File: src/rtl/pa_pkg.sv
package pa_pkg;
    typedef enum logic [1:0] {
        MODE_IDLE = 2'd0,
        MODE_UV   = 2'd1,
        MODE_OV   = 2'd2
    } mode_e;
endpackage

File: src/rtl/pa_mode_arb.sv
module pa_mode_arb
    import pa_pkg::*;
(
    input  logic  enable_i,
    input  logic  uv_i,
    input  logic  ov_i,
    output mode_e pick_o
);
    always_comb begin
        pick_o = MODE_IDLE;
        if (enable_i) begin
            if (ov_i) begin
                pick_o = MODE_OV;
            end else if (uv_i) begin
                pick_o = MODE_UV;
            end
        end
    end
endmodule

File: src/rtl/pa_onehot.sv
module pa_onehot #(
    parameter int NUM = 4,
    localparam int IW = (NUM > 1) ? $clog2(NUM) : 1
) (
    input  logic [IW-1:0]  idx_i,
    output logic [NUM-1:0] vec_o
);
    for (genvar g = 0; g < NUM; g++) begin : g_bit
        assign vec_o[g] = (idx_i == IW'(g));
    end
endmodule

File: src/rtl/phase_activator.sv
module phase_activator
    import pa_pkg::*;
#(
    parameter int NUM_PHASES   = 4,
    parameter int DWELL_CYCLES = 8
) (
    input  logic                  clk,
    input  logic                  rst_n,
    input  logic                  hl_i,
    input  logic                  uv_i,
    input  logic                  ov_i,
    input  logic [NUM_PHASES-1:0] busy_i,
    output logic [NUM_PHASES-1:0] act_o,
    output logic [NUM_PHASES-1:0] charge_start_o,
    output logic [NUM_PHASES-1:0] sink_start_o,
    output logic [2:0]            mode_o
);
    localparam int IDX_W = (NUM_PHASES > 1) ? $clog2(NUM_PHASES) : 1;
    localparam int CNT_W = (DWELL_CYCLES > 1) ? $clog2(DWELL_CYCLES) : 1;
    localparam logic [CNT_W-1:0] DWELL_LAST = CNT_W'(DWELL_CYCLES - 1);
    localparam logic [IDX_W-1:0] IDX_LAST   = IDX_W'(NUM_PHASES - 1);

    typedef struct packed {
        logic [IDX_W-1:0]      token;
        logic [CNT_W-1:0]      cnt;
        mode_e                 mode;
        logic                  hl;
        logic [NUM_PHASES-1:0] start;
        logic [NUM_PHASES-1:0] sink;
    } state_t;

    state_t st_d, st_q;
    logic [NUM_PHASES-1:0] tok_vec;
    mode_e                 pick;

    function automatic logic [IDX_W-1:0] next_idx(input logic [IDX_W-1:0] cur);
        return (cur == IDX_LAST) ? '0 : cur + 1'b1;
    endfunction

    pa_onehot #(.NUM(NUM_PHASES)) i_tok_dec (
        .idx_i (st_q.token),
        .vec_o (tok_vec)
    );

    pa_mode_arb i_arb (
        .enable_i (st_q.mode == MODE_IDLE && !busy_i[st_q.token]),
        .uv_i     (uv_i),
        .ov_i     (ov_i),
        .pick_o   (pick)
    );

    always_comb begin
        st_d       = st_q;
        st_d.start = '0;
        st_d.sink  = '0;
        if (hl_i) begin
            st_d.hl = 1'b1;
            if (!st_q.hl) begin
                st_d.cnt  = '0;
                st_d.mode = uv_i ? MODE_UV : MODE_IDLE;
                if (uv_i) begin
                    st_d.start = ~busy_i;
                end
            end
        end else if (st_q.hl) begin
            st_d.hl    = 1'b0;
            st_d.token = next_idx(st_q.token);
            st_d.cnt   = '0;
            st_d.mode  = MODE_IDLE;
        end else if (st_q.mode != MODE_IDLE && st_q.cnt == DWELL_LAST) begin
            st_d.token = next_idx(st_q.token);
            st_d.cnt   = '0;
            st_d.mode  = MODE_IDLE;
        end else begin
            if (st_q.cnt != DWELL_LAST) begin
                st_d.cnt = st_q.cnt + 1'b1;
            end
            if (st_q.mode == MODE_IDLE) begin
                st_d.mode = pick;
                if (pick == MODE_OV) begin
                    st_d.sink = tok_vec;
                end else if (pick == MODE_UV) begin
                    st_d.start = tok_vec;
                end
            end
        end
    end

    always_ff @(posedge clk or negedge rst_n) begin
        if (!rst_n) begin
            st_q <= '{token: '0, cnt: '0, mode: MODE_IDLE, hl: 1'b0,
                      start: '0, sink: '0};
        end else begin
            st_q <= st_d;
        end
    end

    assign act_o          = st_q.hl ? {NUM_PHASES{1'b1}} : tok_vec;
    assign charge_start_o = st_q.start;
    assign sink_start_o   = st_q.sink;
    assign mode_o         = {st_q.mode == MODE_OV, st_q.mode == MODE_UV,
                             st_q.mode == MODE_IDLE};

    assert_single_act_R2: assert property (@(posedge clk) disable iff (!rst_n)
        !st_q.hl |-> $onehot(act_o));

    assert_dwell_release_R3: assert property (@(posedge clk) disable iff (!rst_n)
        (!st_q.hl && !$past(st_q.hl) && st_q.token != $past(st_q.token))
        |-> ($past(st_q.cnt) == DWELL_LAST && $past(st_q.mode) != MODE_IDLE));

    assert_pulse_exclusive_R4: assert property (@(posedge clk) disable iff (!rst_n)
        !((|charge_start_o) && (|sink_start_o)));

    assert_sink_target_R4: assert property (@(posedge clk) disable iff (!rst_n)
        (|sink_start_o) |-> (sink_start_o == act_o));

    assert_charge_target_R4: assert property (@(posedge clk) disable iff (!rst_n)
        ((|charge_start_o) && !st_q.hl) |-> (charge_start_o == act_o));

    assert_mode_onehot_R6: assert property (@(posedge clk) disable iff (!rst_n)
        $onehot(mode_o));

    assert_broadcast_R8: assert property (@(posedge clk) disable iff (!rst_n)
        st_q.hl |-> (&act_o));
endmodule

File: config.mk
export PLATFORM = sky130hd
export DESIGN_NAME = phase_activator
export DESIGN_NICKNAME = d
export VERILOG_FILES = /design/src/rtl/pa_pkg.sv /design/src/rtl/pa_mode_arb.sv /design/src/rtl/pa_onehot.sv /design/src/rtl/phase_activator.sv
export SDC_FILE = /design/constraint.sdc
export NUM_CORES = 1
export LEC_CHECK = 0
export BUFFER_PORTS_ARGS = -buffer_cell sky130_fd_sc_hd__buf_2
export CAP_MARGIN = 20
export CORE_ASPECT_RATIO = 1.1
export CORE_MARGIN = 2
export CORE_UTILIZATION = 54
export DETAILED_ROUTE_END_ITERATION = 6
export GPL_TIMING_DRIVEN = 0
export HOLD_SLACK_MARGIN = 0.06
export PLACE_DENSITY = 0.82
export SYNTH_ARGS = -nofsm -noshare
export SYNTH_HDL_FRONTEND = slang
export SYNTH_SLANG_ARGS = --single-unit
File: constraint.sdc
create_clock -name clk -period 2.6 [get_ports clk]
set_clock_uncertainty 0.2 [all_clocks]
set_input_delay 0.13 -clock clk [delete_from_list [all_inputs] [get_ports clk]]
set_output_delay 0.13 -clock clk [all_outputs]
set_load 0.03 [all_outputs]
==> results of run 1 <==
final cells by class:
cell class	instances	area, µm²
Tap cell	17	21.27
Fill cell	108	369.1
Clock buffer	4	36.28
Buffer	9	65.06
Timing Repair Buffer	35	235.2
Multi-Input combinational cell	54	419.2
Inverter	3	11.26
Sequential cell	16	400.4
per-stage QoR:
step                instance area [µm²]  hold slack, ns  std cells  total power, µW
floorplan                         895.9         -0.3656         82            489.6
global placement                   1032         -0.1415        122            550.5
detailed placement                 1032         -0.1362        122            561.4
CTS                                1189         0.07863        138            739.7
global route                       1189          0.1206        138            782.0
finish                             1189         0.08793        138            743.8
power groups by stage:
stage	Clock, µW	Sequential [µW]	Combinational, µW
after global routing	181	311	290
after floorplan	0	304	186
after global placement	0	309	241
after CTS	168	306	265
final	170	307	266
after detailed placement	0	311	251
Yosys cell counts, drive strengths merged, types with 2 or more instances:
library cell	count	area share, %
and2	5	3.5
o21ai	5	2.8
mux2i	3	3.4
o2bb2ai	7	6.8
nor2b	2	1.4
inv	3	1.3
or2	5	3.5
nor3b	2	2.8
nand2	3	1.3
nor2	3	1.3
a21oi	2	1.1
buf	8	6.7
nand3	2	1.1
dfrtp	16	45
ha	6	8.4
what timing repair did:
action	4_1_cts	5_1_grt
setup buffers	0	0
endpoints found under the hold margin	24	0
hold buffers	12	0
worst max path at each step:
stage                                  end  depth (start not counted)
4_1_cts                st_q[9]$_DFFE_PN0P_                          7
6_report       charge_start_o[1]$_DFF_PN0_                          7
5_1_grt                st_q[9]$_DFFE_PN0P_                          5
3_5_place_dp          st_q[14]$_DFFE_PN0P_                          5
3_3_place_gp          st_q[15]$_DFFE_PN0P_                          5
2_1_floorplan         st_q[12]$_DFFE_PN0P_                          4
placed cells by master (no fill, tap or decap), drive strengths merged, types with 5 or more instances in the layout:
| master | count |
|---|---|
| and2 | 5 |
| buf | 31 |
| clkbuf | 5 |
| dfrtp | 16 |
| dlygate4sd3 | 12 |
| ha | 6 |
| o21ai | 5 |
| o2bb2ai | 7 |
| or2 | 5 |
registers in the layout (all words and copies together) (netlist names):
name	count
st_q	8
charge_start_o	4
sink_start_o	4
logic make-up (layout without fill, tap and decap cells):
kind of cell             Yosys count  after routing
multiplexers                       3              3
AO/OA/AOI/OAI                     19             19
AND/OR/NAND/NOR                   26             26
buffers and inverters             12             51
flip-flops                        16             16
adder cells (fa/ha/maj)            6              6
per-layer routing:
metal  vias to the layer above  wire (µm)  global-route usage (%)
met5                         -          0                       0
met4                         0         52                   15.00
met3                         6         82                   5.098
met2                        25       1077                   40.30
met1                       370        810                   24.88
li1                        357          -                       -
==> impl_metrics.yaml, run 1 <==
status:
  status: "complete, no violations"
place:
  post-place-ws_ns: 0.8815
  io_buffers: 23
  place_hpwl_um: 1351
  gp_congestion: 0.8137
synth:
  synth-main-ff-cell: "dfrtp_1"
  syn-num-nets: 97
  netlist_area_um2: 895.9
  yosysWarnings: 0
  synthSimpleGateAreaFrac_pct: 19.55
  synth_edf_count: 0
  synth.yosys.seq_area_share_pct: 44.69
  ys_types: 26
  synth_compound_area_share_pct: 15.50
  synthMuxAreaShare_pct: 3.352
  ys_ff_latch: 16
  async_reset_ff_share_pct: 100.0
  avgSynthCellArea_um2: 10.93
  synth_cells: 82
  synth_xor_area_share_pct: 0
  synth_top_family_by_area: "simple AND/OR/NAND/NOR gates"
  synthAdderAreaFrac_pct: 8.380
die:
  die_x_um: 42.84
  fp-row-count: 15
  core_area_um2: 1558
  die-area_um2: 2001
  ios: 24
  die_y_um: 46.72
  start_util_pct: 57.51
power_and_ir_drop:
  p_clk_share_pct: 22.9
  p_sw_share_pct: 36.99
  vdd_ir_drop_max_mv: 0.4683
  p_sw_uw: 275.2
  p_int_uw: 468.7
  p_seq_share_pct: 41.3
  power.density_nw_per_um2: 625.8
  p_leak_uw: 0.0006302
  comb_power_share_pct: 35.8
global_route:
  overflow: 0
  grt_pass1_vias: 773
  antenna_found_initial: 0
  grt_pass1_wl_um: 3263
  grt_max_degree: 17
  grt_use_total_pct: 22.75
worst_setup_path:
  cp-end-kind: "flip-flop"
  cpMostUsedCell: "dlygate4sd3_1"
  startpoint: "hl_i"
  start_kind: "input pin"
  reg2regPathDepth: 5
  r2r_setup_slack_ns: 0.33
  cp.required_ns: 2.62
  path_max_fanout: 7
  cp_cell_sequence: "dlygate4sd3_1, buf_2, or2_1, clkbuf_2, nor4b_4, o2bb2ai_1, dlygate4sd3_1"
  slowest_stage: "dlygate4sd3_1"
  crit_type: "input pin to flip-flop"
  cp.arrival_ns: 2.32
  crit_buf_inv: 4
  r2r_end: "charge_start_o[1]$_DFF_PN0_"
  r2r_start: "st_q[10]$_DFFE_PN0P_"
  cp_top_family: "buffers and inverters"
  slowest_delay_ns: 0.60
cts:
  cts_buffer_depth: 2
  cts_root_buf: "clkbuf_4"
  numClockSinks: 16
  tritoncts: "done"
  cts_resized: 0
  cts_buffers: 3
  clk_latency_ns: 0.29
  clkSlewWorstSetupHoldPaths_ns: 0.10
  ctsHtreeMaxLevel: 1
drt:
  post-route-drc-count: 0
  drt-wirelength-per-cell_um: 14.66
  drtAntennaViolNets: 0
  first_pass_iters: 4
  drt_iter0_drc: 11
  drt_wl_total_um: 2023
  routed-via-count: 758
  vias_per_cell: 5.493
timing:
  rsz0062_at_grt: "no"
  setup-tns-final_ns: 0
  finalCriticalPeriod_ns: 2.296
  fin_crit_sh_pct: 88.30
  slew_violations: 0
  finalHoldViolations: 0
  worst_pin_slew_ns: 0.3586
  fmax_ghz: 0.4356
  setup_violations: 0
  timing.final.ws_setup_ns: 0.3041
  relSlewSlack_pct: 76.00
final_layout:
  area_growth_pct: 32.68
  postLayoutCoreUtil_pct: 76.31
  antenna_cells: 0
  fin_nets: 137
  drive_above_1_share_pct: 36.36
worst_hold_path:
  hold_class: "input pin to asynchronous set/reset pin"
flow_run:
  cap_violations: 0
Power figures use the tool's default switching activity.
==> run 2, diff against run 1 <==
==> constraint.sdc (replaced) <==
create_clock -name clk -period 2.6 [get_ports clk]
set_clock_uncertainty 0.2 [all_clocks]
set_input_delay 0.52 -clock clk [delete_from_list [all_inputs] [get_ports clk]]
set_output_delay 0.52 -clock clk [all_outputs]
set_load 0.03 [all_outputs]
==> impl_metrics.yaml, run 2 (synthesized netlist as in run 1, its figures left out) <==
status:
  status: "complete, no violations"
global_route:
  grt-busiest-layer: "met2"
  grt_pass1_wl_um: 2835
  grtUsageMet1_pct: 23.70
  grt_pass1_vias: 645
  antenna_found_initial: 0
  overflow: 0
  grt_max_degree: 17
  use_met3_pct: 3.529
  use_met2_pct: 34.85
  grt_use_total_pct: 19.75
final_layout:
  largest_reg_flops: 8
  fin_nets: 126
  drive_above_1_share_pct: 40.00
  antenna_cells: 0
  mostFrequentLayoutCells: "buf_2 (23), dfrtp_1 (16), buf_4 (8)"
  layout.cells.most_common: "buf_2"
  fin_area_um2: 1079
  area_growth_pct: 20.39
  top_register: "st_q"
die:
  fp-row-count: 15
  die-area_um2: 2001
  die_y_um: 46.72
  die_x_um: 42.84
  ios: 24
  core_area_um2: 1558
  start_util_pct: 57.51
timing:
  rsz0062_at_grt: "no"
  finalCriticalPeriod_ns: 2.274
  fin_crit_sh_pct: 87.48
  slew_violations: 0
  worst_pin_slew_ns: 0.3682
  fmax_ghz: 0.4397
  relSlewSlack_pct: 75.35
  finalHoldViolations: 0
  setup-tns-final_ns: 0
  setup_violations: 0
drt:
  vias_per_cell: 5.465
  post-route-drc-count: 0
  drt_iter0_drc: 13
  first_pass_iters: 4
  routed-via-count: 694
  drt_wl_total_um: 1730
  drt-wirelength-per-cell_um: 13.62
  drtAntennaViolNets: 0
worst_setup_path:
  crit_type: "flip-flop to output pin"
  path_max_fanout: 5
  start_kind: "flip-flop"
  startpoint: "st_q[15]$_DFFE_PN0P_"
  cp.required_ns: 1.88
  r2r_start: "st_q[11]$_DFFE_PN0P_"
  cp.arrival_ns: 1.55
  cp-end-kind: "output pin"
cts:
  numClockSinks: 16
  clkSlewWorstSetupHoldPaths_ns: 0.10
  ctsHtreeMaxLevel: 1
  tritoncts: "done"
  cts_setup_buffers: 0
  cts_buffer_depth: 2
  cts_buffers: 3
  clk_latency_ns: 0.28
  cts_root_buf: "clkbuf_4"
worst_hold_path:
  min_from: "hl_i"
  hold_class: "input pin to flip-flop"
place:
  place_hpwl_um: 1351
  io_buffers: 23
  place_area_um2: 1032
  gp_congestion: 0.8137
power_and_ir_drop:
  power.density_nw_per_um2: 669.7
  vdd_ir_drop_max_mv: 0.4358
  p_leak_uw: 0.0005738
flow_run:
  cap_violations: 0
==> run 2: path summary, 6_finish.rpt <==
kind,to,slack [ns],depth (start not counted)
min reg2reg,st_q[12]$_DFFE_PN0P_,0.34,1
min,st_q[8]$_DFF_PN0_,0.20,1
max reg2reg,st_q[14]$_DFFE_PN0P_,0.86,6
max,act_o[1],0.33,4
min in group asynchronous,st_q[10]$_DFFE_PN0P_,0.46,2
max in group asynchronous,charge_start_o[0]$_DFF_PN0_,1.48,2
==> run 2: worst max-delay path, cell delays in order (launching register included) <==
cell,delay (ns)
dfrtp_1,0.46
inv_1,0.11
ha_1,0.22
or2_2,0.30
buf_2,0.18
==> run 2: routing by layer <==
| layer | vias up | part of all wire (%) |
|---|---|---|
| li1 | 334 | - |
| met1 | 340 | 42 |
| met2 | 18 | 52 |
| met3 | 2 | 4.1 |
| met4 | 0 | 1.3 |
| met5 | - | 0 |
==> run 2: final cells by class <==
class                      instances  area [µm²]
timing repair buffer              24       125.1
multi-input combinational         54       419.2
sequential                        16       400.4
fill                             121       479.2
tap                               17       21.27
clock buffer                       4       36.28
inverter                           3       11.26
buffer                             9       65.06
==> run 2: where the power goes <==
| group | internal [µW] | leakage [µW] | switching (µW) | total, µW |
|---|---|---|---|---|
| clock network | 85.2 | 0.0000210 | 81.5 | 167 |
| registers | 273 | 0.000213 | 33.9 | 307 |
| logic | 99.3 | 0.000339 | 150 | 249 |
| total | 457 | 0.000574 | 265 | 722 |
==> run 2: what timing repair did <==
item | CTS | global route
hold buffers | 1 | 0
endpoints found under the hold margin | 16 | 0
resized for setup | 0 | 0
==> run 2: stage by stage <==
| step | hold WS [ns] | cells | util (%) | total power [µW] | worst slack [ns] |
|---|---|---|---|---|---|
| floorplan | 0.02441 | 82 | - | 489.6 | 0.8244 |
| global placement | 0.2485 | 122 | 66.27 | 550.5 | 0.6629 |
| detailed placement | 0.2538 | 122 | 66.27 | 561.4 | 0.6485 |
| CTS | 0.1861 | 127 | 69.24 | 726.9 | 0.3183 |
| global route | 0.1880 | 127 | 69.24 | 761.0 | 0.2588 |
| finish | 0.1964 | 127 | 69.24 | 722.3 | 0.3256 |
==> run 3, diff against run 2 <==
--- a/config.mk
+++ b/config.mk
@@ -5,6 +5,7 @@
 export SDC_FILE = /design/constraint.sdc
 export NUM_CORES = 1
 export LEC_CHECK = 0
+export ABC_AREA = 1
 export BUFFER_PORTS_ARGS = -buffer_cell sky130_fd_sc_hd__buf_2
 export CAP_MARGIN = 20
 export CORE_ASPECT_RATIO = 1.1
==> impl_metrics.yaml, run 3 <==
synth:
  synthTopCellsByCount: "nand2_1 (26), dfrtp_1 (16), inv_1 (13), nor2_1 (13), buf_4 (8)"
  yosys.area.top_type_share_pct: 44.44
  synth.yosys.seq_area_share_pct: 44.44
  yosysWarnings: 0
  synth_edf_count: 0
  ys_types: 18
  synth.most_common_cell: "nand2_1"
  async_reset_ff_share_pct: 100.0
  avgSynthCellArea_um2: 8.341
  syn-num-nets: 123
  synthTopCellsByArea: "dfrtp_1 (44%), nand2_1 (11%), ha_1 (8.3%)"
  synth_cells: 108
  netlist_area_um2: 900.9
  synth_area_leader_cell: "dfrtp_1"
  ys_ff_latch: 16
  synth-main-ff-cell: "dfrtp_1"
die:
  start_util_pct: 57.14
  die_y_um: 46.84
  fp-row-count: 15
  die-area_um2: 2011
  core_area_um2: 1577
  die_x_um: 42.95
  ios: 24
timing:
  relSlewSlack_pct: 77.51
  setup-tns-final_ns: 0
  worst_pin_slew_ns: 0.3374
  setup_violations: 0
  fmax_ghz: 0.4762
  hold_slack_ns: 0.2200
  timing.final.ws_setup_ns: 0.5001
  finalCriticalPeriod_ns: 2.100
  rsz0062_at_grt: "no"
  slew_violations: 0
  fin_crit_sh_pct: 80.77
  finalHoldViolations: 0
place:
  place_area_um2: 1037
  dp.cells: 148
  post-place-ws_ns: 0.8356
  io_buffers: 23
  gp_congestion: 0.8194
  place_hpwl_um: 1325
final_layout:
  drive_above_1_share_pct: 34.56
  fin_area_um2: 1084
  fin_cells: 153
  layout.cells.most_common: "nand2_1"
  fill_cells: 139
  top_register: "st_q"
  fin_nets: 152
  antenna_cells: 0
  largest_reg_flops: 8
  area_growth_pct: 20.28
  mostFrequentLayoutCells: "nand2_1 (26), buf_2 (23), dfrtp_1 (16)"
cts:
  numClockSinks: 16
  clk_latency_ns: 0.29
  ctsHoldBuffers: 1
  cts_root_buf: "clkbuf_4"
  ctsHtreeMaxLevel: 1
  cts_resized: 0
  clkSlewWorstSetupHoldPaths_ns: 0.09
  tritoncts: "done"
  cts_buffers: 3
  cts_buffer_depth: 2
  cts_setup_buffers: 0
power_and_ir_drop:
  power.density_nw_per_um2: 682.5
  p_leak_uw: 0.0006328
  vdd_ir_drop_max_mv: 0.4424
drt:
  drt_wl_total_um: 1625
  routed-via-count: 716
  drtAntennaViolNets: 0
  post-route-drc-count: 0
  vias_per_cell: 4.680
  drt-wirelength-per-cell_um: 10.62
  first_pass_iters: 4
  drt_iter0_drc: 4
global_route:
  antenna_found_initial: 0
  grt_pass1_wl_um: 2697
  grt_use_total_pct: 18.44
  overflow: 0
  grt_pass1_vias: 672
  grt_max_degree: 17
worst_setup_path:
  crit_type: "flip-flop to output pin"
  cp.arrival_ns: 1.38
  cp.required_ns: 1.88
  start_kind: "flip-flop"
  cp-end-kind: "output pin"
  path_max_fanout: 6
worst_hold_path:
  hold_class: "input pin to flip-flop"
flow_run:
  cap_violations: 0
status:
  status: "complete, no violations"
==> run 3: per-stage QoR <==
stage               utilization, %  total power, µW
detailed placement           65.79            580.0
floorplan                        -            505.2
finish                       68.73            739.6
global placement             65.79            568.9
CTS                          68.73            744.4
global route                 68.73            790.1
==> run 3: area by class of cell <==
type	count	area, µm²	share of cell area (%)
buffer	9	71.32	6.582
clock buffer	4	36.28	3.349
inverter	15	56.30	5.196
multi-input combinational	68	372.9	34.41
sequential	16	400.4	36.95
tap	17	21.27	1.963
timing repair buffer	24	125.1	11.55
==> run 3: path summary, 6_finish.rpt <==
kind | depth (start not counted) | from | slack [ns] | end
worst min register to register | 2 | st_q[12]$_DFFE_PN0P_ | 0.29 | st_q[12]$_DFFE_PN0P_
max in group asynchronous | 2 | rst_n | 1.50 | st_q[10]$_DFFE_PN0P_
min in group asynchronous | 2 | rst_n | 0.45 | st_q[15]$_DFFE_PN0P_
worst max register to register | 8 | st_q[11]$_DFFE_PN0P_ | 1.04 | st_q[9]$_DFFE_PN0P_
worst max-delay path | 5 | st_q[14]$_DFFE_PN0P_ | 0.50 | act_o[2]
worst min-delay path | 1 | hl_i | 0.22 | st_q[8]$_DFF_PN0_
==> run 3: worst max-delay path: stages, from the launching register on <==
cell,delay [ns]
dfrtp_1,0.45
inv_2,0.09
ha_1,0.21
inv_1,0.10
nand2_1,0.06
buf_2,0.17
==> run 3: power breakdown <==
part	internal (µW)	switching, µW	total (µW)
Clock	85.4	78.8	164
Sequential	274	26.3	301
Combinational	84.6	190	275
==> run 3: per-layer routing <==
metal,vias up,share of wire (%),global-route usage (%)
li1,383,-,-
met1,306,40,20.54
met2,20,53,34.85
met3,7,4.6,2.308
met4,0,2.7,10.30
met5,-,0,0
==> run 3: kinds of logic (layout without fill, tap and decap cells) <==
logic type / after synthesis / in the layout / share of synthesized area, %
fa+ha+maj: 6 / 6 / 8.333
simple gates: 52 / 52 / 27.08
compound gates: 10 / 10 / 5.972
buf+inv: 24 / 52 / 14.17
flops: 16 / 16 / 44.44
